==> src/rtl/sdram_bank_pkg.sv <==
// Shared types for the SDRAM bank model.
// Assumes command strobes are active low and sampled on the rising clock edge.
package sdram_bank_pkg;

    typedef enum logic [1:0] {
        BK_IDLE    = 2'd0,
        BK_SENSE   = 2'd1,
        BK_OPEN    = 2'd2,
        BK_RESTORE = 2'd3
    } bank_state_e;

    typedef enum logic [2:0] {
        CMD_NOP   = 3'd0,
        CMD_ACT   = 3'd1,
        CMD_READ  = 3'd2,
        CMD_WRITE = 3'd3,
        CMD_PRE   = 3'd4
    } bank_cmd_e;

    localparam logic [2:0] ERR_NONE         = 3'd0;
    localparam logic [2:0] ERR_ACT_IN_PRE   = 3'd1;
    localparam logic [2:0] ERR_COL_IN_SENSE = 3'd2;
    localparam logic [2:0] ERR_COL_CLOSED   = 3'd3;
    localparam logic [2:0] ERR_ACT_ON_OPEN  = 3'd4;
    localparam logic [2:0] ERR_PRE_IN_SENSE = 3'd5;

    // Map the three strobes to a command; unlisted encodings act as no-ops.
    function automatic bank_cmd_e decode_cmd(input logic ras_n, input logic cas_n, input logic we_n);
        case ({ras_n, cas_n, we_n})
            3'b011:  return CMD_ACT;
            3'b101:  return CMD_READ;
            3'b100:  return CMD_WRITE;
            3'b010:  return CMD_PRE;
            default: return CMD_NOP;
        endcase
    endfunction

endpackage

==> src/rtl/bank_fsm.sv <==
// Bank phase tracker: decides which commands are legal in the current phase,
// emits one-cycle accept strobes, and reports a cause code for refused ones.
// Assumes TRCD >= 1 and TRP >= 1 (counted in clock edges).
module bank_fsm
    import sdram_bank_pkg::*;
#(
    parameter int TRCD = 2,
    parameter int TRP  = 2
) (
    input  logic        clk,
    input  logic        rst_n,
    input  bank_cmd_e   cmd,
    output bank_state_e state_o,
    output logic        do_act,
    output logic        do_rd,
    output logic        do_wr,
    output logic        do_pre,
    output logic [2:0]  viol
);

    localparam int MAXD  = (TRCD > TRP) ? TRCD : TRP;
    localparam int CNT_W = $clog2(MAXD + 1);

    bank_state_e      state_q;
    logic [CNT_W-1:0] cnt_q;

    assign state_o = state_q;

    // Legality table: accept or refuse the incoming command in this phase.
    always_comb begin
        do_act = 1'b0;
        do_rd  = 1'b0;
        do_wr  = 1'b0;
        do_pre = 1'b0;
        viol   = ERR_NONE;
        case (cmd)
            CMD_ACT: begin
                case (state_q)
                    BK_IDLE:    do_act = 1'b1;
                    BK_RESTORE: viol   = ERR_ACT_IN_PRE;
                    default:    viol   = ERR_ACT_ON_OPEN;
                endcase
            end
            CMD_READ, CMD_WRITE: begin
                case (state_q)
                    BK_OPEN: begin
                        do_rd = (cmd == CMD_READ);
                        do_wr = (cmd == CMD_WRITE);
                    end
                    BK_SENSE: viol = ERR_COL_IN_SENSE;
                    default:  viol = ERR_COL_CLOSED;
                endcase
            end
            CMD_PRE: begin
                case (state_q)
                    BK_OPEN:  do_pre = 1'b1;
                    BK_SENSE: viol   = ERR_PRE_IN_SENSE;
                    default:  ;
                endcase
            end
            default: ;
        endcase
    end

    // Phase register with the sensing and restore countdowns.
    always_ff @(posedge clk) begin
        if (!rst_n) begin
            state_q <= BK_IDLE;
            cnt_q   <= '0;
        end else begin
            case (state_q)
                BK_IDLE: begin
                    if (do_act) begin
                        if (TRCD > 1) begin
                            state_q <= BK_SENSE;
                            cnt_q   <= CNT_W'(TRCD - 1);
                        end else begin
                            state_q <= BK_OPEN;
                        end
                    end
                end
                BK_SENSE: begin
                    if (cnt_q == CNT_W'(1)) state_q <= BK_OPEN;
                    cnt_q <= cnt_q - CNT_W'(1);
                end
                BK_OPEN: begin
                    if (do_pre) begin
                        if (TRP > 1) begin
                            state_q <= BK_RESTORE;
                            cnt_q   <= CNT_W'(TRP - 1);
                        end else begin
                            state_q <= BK_IDLE;
                        end
                    end
                end
                default: begin
                    if (cnt_q == CNT_W'(1)) state_q <= BK_IDLE;
                    cnt_q <= cnt_q - CNT_W'(1);
                end
            endcase
        end
    end

endmodule

==> config.mk <==
export PLATFORM = sky130hd
export DESIGN_NAME = bank_fsm
export DESIGN_NICKNAME = d
export VERILOG_FILES = /design/src/rtl/sdram_bank_pkg.sv /design/src/rtl/bank_fsm.sv
export SDC_FILE = /design/constraint.sdc
export NUM_CORES = 1
export LEC_CHECK = 0
export CAP_MARGIN = 30
export CORE_AREA = 4 4 41 43
export CTS_CLUSTER_SIZE = 12
export DETAILED_ROUTE_END_ITERATION = 10
export DIE_AREA = 0 0 45 47
export DONT_BUFFER_PORTS = 1
export PLACE_DENSITY = 0.48
export SLEW_MARGIN = 30
export SYNTH_ARGS = -nofsm -noshare
export SYNTH_HDL_FRONTEND = slang
export SYNTH_SLANG_ARGS = --single-unit
export TNS_END_PERCENT = 30
==> constraint.sdc <==
create_clock -name clk -period 3.6 [get_ports clk]
set_clock_uncertainty 0.2 [all_clocks]
set_input_delay 0.18 -clock clk [delete_from_list [all_inputs] [get_ports clk]]
set_output_delay 0.18 -clock clk [all_outputs]
set_load 0.005 [all_outputs]
# == Yosys cells after proc, flatten, opt, wreduce, memory -nomap -nowiden ==
# Cells that the tools add are included.
# W data, S select, Z words.
# op_classes
eq_ne,11
n_reduce_logical,5
muxes,19
addsub,1
# op_table
op,count
$mux W2,5
$pmux W3 S3,1
$mux W1,8
$pmux W2 S2,2
$eq A3 B2 Y1 const B,2
$ne A2 B2 Y1 const B,3
$pmux W2 S3,1
$pmux W3 S2,1
$eq A2 B1 Y1 const B,2
$eq A2 B2 Y1 const B,2
$reduce_and A4 Y1,1
$eq A3 B1 Y1 const B,1
$eq A3 B3 Y1 const B,1
$mux W3,1
$reduce_bool A3 Y1,1
$logic_not A2 Y1,1
$reduce_and A2 Y1,1
$reduce_or A2 Y1,1
$sub A2 B1 Y2 const B,1
# word_totals
in_bits,5
regBits,4
out_inout_bits,9
wordCells,38

# == Logic depth before layout (Yosys ltp) ==
# depth
ltp_word,5
ltp_mapped,5
mapped_depth_nobuf,5

# == Worst setup path before layout ==
# OpenSTA, ideal clock, no wires.
# synth_timing
path_type,reg-to-reg
start,reg state_q[0] (netlist: state_o[0])
end,reg state_q[1] (netlist: state_o[1])
period_less_slack_ns,2.004
slack_ns,1.596
required_ns,3.328
t_arrival_ns,1.732
path_stages_with_launch,6
path_cell_list,dfxtp_1 > inv_1 > ha_1 > or4b_4 > a32oi_2 > mux2i_1
# synth_via
elab_chain_cells,5
word_cells_on_any_way,13
# synth_lines
element,line,source
from (decl),bank_fsm.sv:24,bank_state_e state_q;
from (signal assigned),bank_fsm.sv:68,state_q <= BK_IDLE;
from (signal assigned),bank_fsm.sv:75,state_q <= BK_SENSE;
from (signal assigned),bank_fsm.sv:78,state_q <= BK_OPEN;
$eq A2 B2 Y1 or $logic_not A2 Y1 (tied branches),"bank_fsm.sv:55, bank_fsm.sv:71, bank_fsm.sv:38",
"$mux W1, on equally long branches","bank_fsm.sv:55, bank_fsm.sv:38",
$mux W1,bank_fsm.sv:36,case (cmd)
$ne A2 B2 Y1 (no line),-,
$reduce_and A4 Y1 (no line),-,
# Parallel ways exist; a longest one is shown, timed or not.
# A chain may end at the register's enable or synchronous reset.

# == Final worst setup path ==
# Ends and elaborated chain as after synthesis.

==> flow_summary.json <==
{
  "path_clk_slew_ns": 0.04,
  "top_layer_used": "met3",
  "finalMaxSlewViolations": 0,
  "end_kind": "register",
  "grt_pass1_vias": 352,
  "synth_fa_ha_area_frac": 0.191,
  "hp-class": "primary input to register",
  "clockBufferDepth": 2,
  "fin_crit_ns": 2.17,
  "relSlewSlack": 0.827,
  "grt-ovfl-total": 0,
  "hold_start": "cmd[1]",
  "worstReg2RegStart": "state_o[0]",
  "hold_buffers": 1,
  "wl_met2_um": 356,
  "p_leak_nw": 0.194,
  "peakVddDrop_mv": 0.252,
  "hold_depth": 3,
  "synth_compound_area_frac": 0.207,
  "power.density_mw_per_mm2": 637,
  "synthesis.nets": 55,
  "initial_utilization": 0.302,
  "hpwl_um": 646,
  "grt_util_all_layers": 0.0941,
  "worstPathArrival_ns": 2.13,
  "outcome": "finished clean",
  "grt_max_degree": 9,
  "tritoncts": "built",
  "drc": 0,
  "wl_met1_um": 359,
  "holdWs_ns": 0.148,
  "cts_setup_buffers": 0,
  "antenna_found_initial": 0,
  "drive_gt1_frac": 0.208,
  "drt-total-wl_um": 809,
  "critical_path_class": "register to register",
  "fmax_mhz": 461,
  "root_buffer": "clkbuf_4",
  "hold_viol": 0,
  "synth_mux_area_frac": 0.0255,
  "timing.final.crit_share": 0.602,
  "yosysWarnings": 0,
  "ant_nets": 0,
  "viasPerCell": 5.52,
  "grt_pass1_wl_mm": 1.43,
  "layout.nets": 61,
  "place_congestion": 0.698,
  "num_antenna_cells": 0,
  "insertion_delay_ns": 0.23,
  "synth_xor_area_frac": 0,
  "worst_pin_slew_ns": 0.259,
  "synth_area_um2": 393,
  "yosysSeqAreaShare": 0.204,
  "ff2ff_setup_slack_ns": 1.43,
  "synth-seq-cells": 4,
  "synth_top_family_by_area": "simple AND/OR/NAND/NOR gates",
  "whs_endpoint": "cnt_q[1]",
  "setup_violations": 0,
  "crit_fanout": 7,
  "drt_iter0_drc": 6,
  "clkSinkCount": 4,
  "cp-start-kind": "register",
  "die_h_um": 47,
  "ctsResizeCount": 0,
  "h-tree-depth": 1,
  "dr.pass1.iters": 3,
  "numCtsBuffers": 3,
  "rsz0062_at_grt": "false",
  "synthDistinctLibCells": 23,
  "cp.required_ns": 3.56,
  "core_area_mm2": 0.00130,
  "pin_count": 14,
  "final_util": 0.341,
  "syn_to_final_growth_pct": 13.1,
  "fill_cells": 139,
  "wl_met3_um": 93,
  "synthSimpleGateAreaFrac": 0.334,
  "rr_endpoint": "state_o[1]",
  "tns_ns": 0,
  "port_buffers": 0,
  "maxCapViolations": 0,
  "die_x_um": 45,
  "dr_total_vias": 348,
  "reg2regPathDepth": 5,
  "row_count": 13,
  "syn_avg_cell_area_um2": 8.93,
  "wire_per_inst_um": 12.8,
  "die-area_mm2": 0.00212,
  "syn_inst": 44
}
## per-layer routing
metal,vias up,track usage
met5,-,0
met1,166,0.0934
met3,0,0.0460
li1,172,-
met2,10,0.153
met4,0,0.0702
## sequential cells by signal, summed over array words and instances (netlist names)
| name | flops |
|---|---|
| cnt_q | 2 |
| state_o | 2 |
## cell type report
cell class,instances,area [um^2],area share
clock buffers,3,22.5,0.0507
inverters,4,15.0,0.0338
multi-input cells,36,298,0.670
flip-flops and latches,4,80.1,0.180
well taps,15,18.8,0.0423
repair buffers,1,10.0,0.0225
## synthesized netlist by cell type
library cell / count / area share
a31o_2: 1 / 0.022
or2_2: 1 / 0.016
o211a_1: 1 / 0.025
nor3b_1: 1 / 0.019
nand2_1: 6 / 0.057
a22oi_1: 2 / 0.038
o311a_1: 1 / 0.025
nand4_1: 1 / 0.016
dfxtp_1: 4 / 0.20
inv_1: 4 / 0.038
o22ai_1: 1 / 0.016
a21boi_0: 1 / 0.019
nor2_1: 3 / 0.029
o21bai_1: 1 / 0.019
and3b_1: 1 / 0.022
mux2i_1: 1 / 0.025
nor2b_1: 2 / 0.032
ha_1: 6 / 0.19
or4b_4: 2 / 0.070
a32oi_2: 1 / 0.041
or2b_1: 1 / 0.019
and4b_2: 1 / 0.029
and3b_2: 1 / 0.025
## cell usage in the layout, fill, tap and decap left out, types with 2 or more instances in the layout
master    instances
ha_1              6
or4b_4            2
clkbuf_4          3
a22oi_1           2
nor2_1            3
inv_1             4
nand2_1           6
dfxtp_1           4
nor2b_1           2
## report_power, final
part | internal, W | switching, W | total, W
sequential | 0.0000626 | 0.0000197 | 0.0000822
clock | 0.0000372 | 0.0000170 | 0.0000543
combinational | 0.0000687 | 0.0000777 | 0.000146
total | 0.000168 | 0.000114 | 0.000283
## metrics by stage
stage          power [W]  cells  setup WS (ns)  instance area, um^2
3_3_place_gp    0.000233     59           1.48                  412
3_5_place_dp    0.000230     59           1.42                  412
6_report        0.000283     63           1.43                  444
4_1_cts         0.000289     63           1.42                  444
2_1_floorplan   0.000201     44           1.60                  393
5_1_grt         0.000315     63           1.25                  444
## worst max path at each step
stage | cells past startpoint | to | start
after global routing | 5 | state_o[1] | state_o[0]
after global placement | 5 | state_o[1] | state_o[0]
after floorplan | 5 | state_o[1] | state_o[0]
after detailed placement | 5 | state_o[1] | state_o[0]
final | 5 | state_o[1] | state_o[0]
after CTS | 5 | state_o[1] | state_o[0]
## cells by family after synthesis
group | after synthesis
buffers and inverters | 4
adder cells (fa/ha/maj) | 6
AND/OR/NAND/NOR | 20
multiplexers | 1
AO/OA/AOI/OAI | 9
flip-flops | 4
## worst max-delay path: stages, from the launching register on
cell and delay [ns]:
dfxtp_1 0.43, inv_1 0.12, ha_1 0.29, or4b_4 0.59
a32oi_2 0.27, mux2i_1 0.20
No activity file was read; power rests on OpenSTA's default activity.
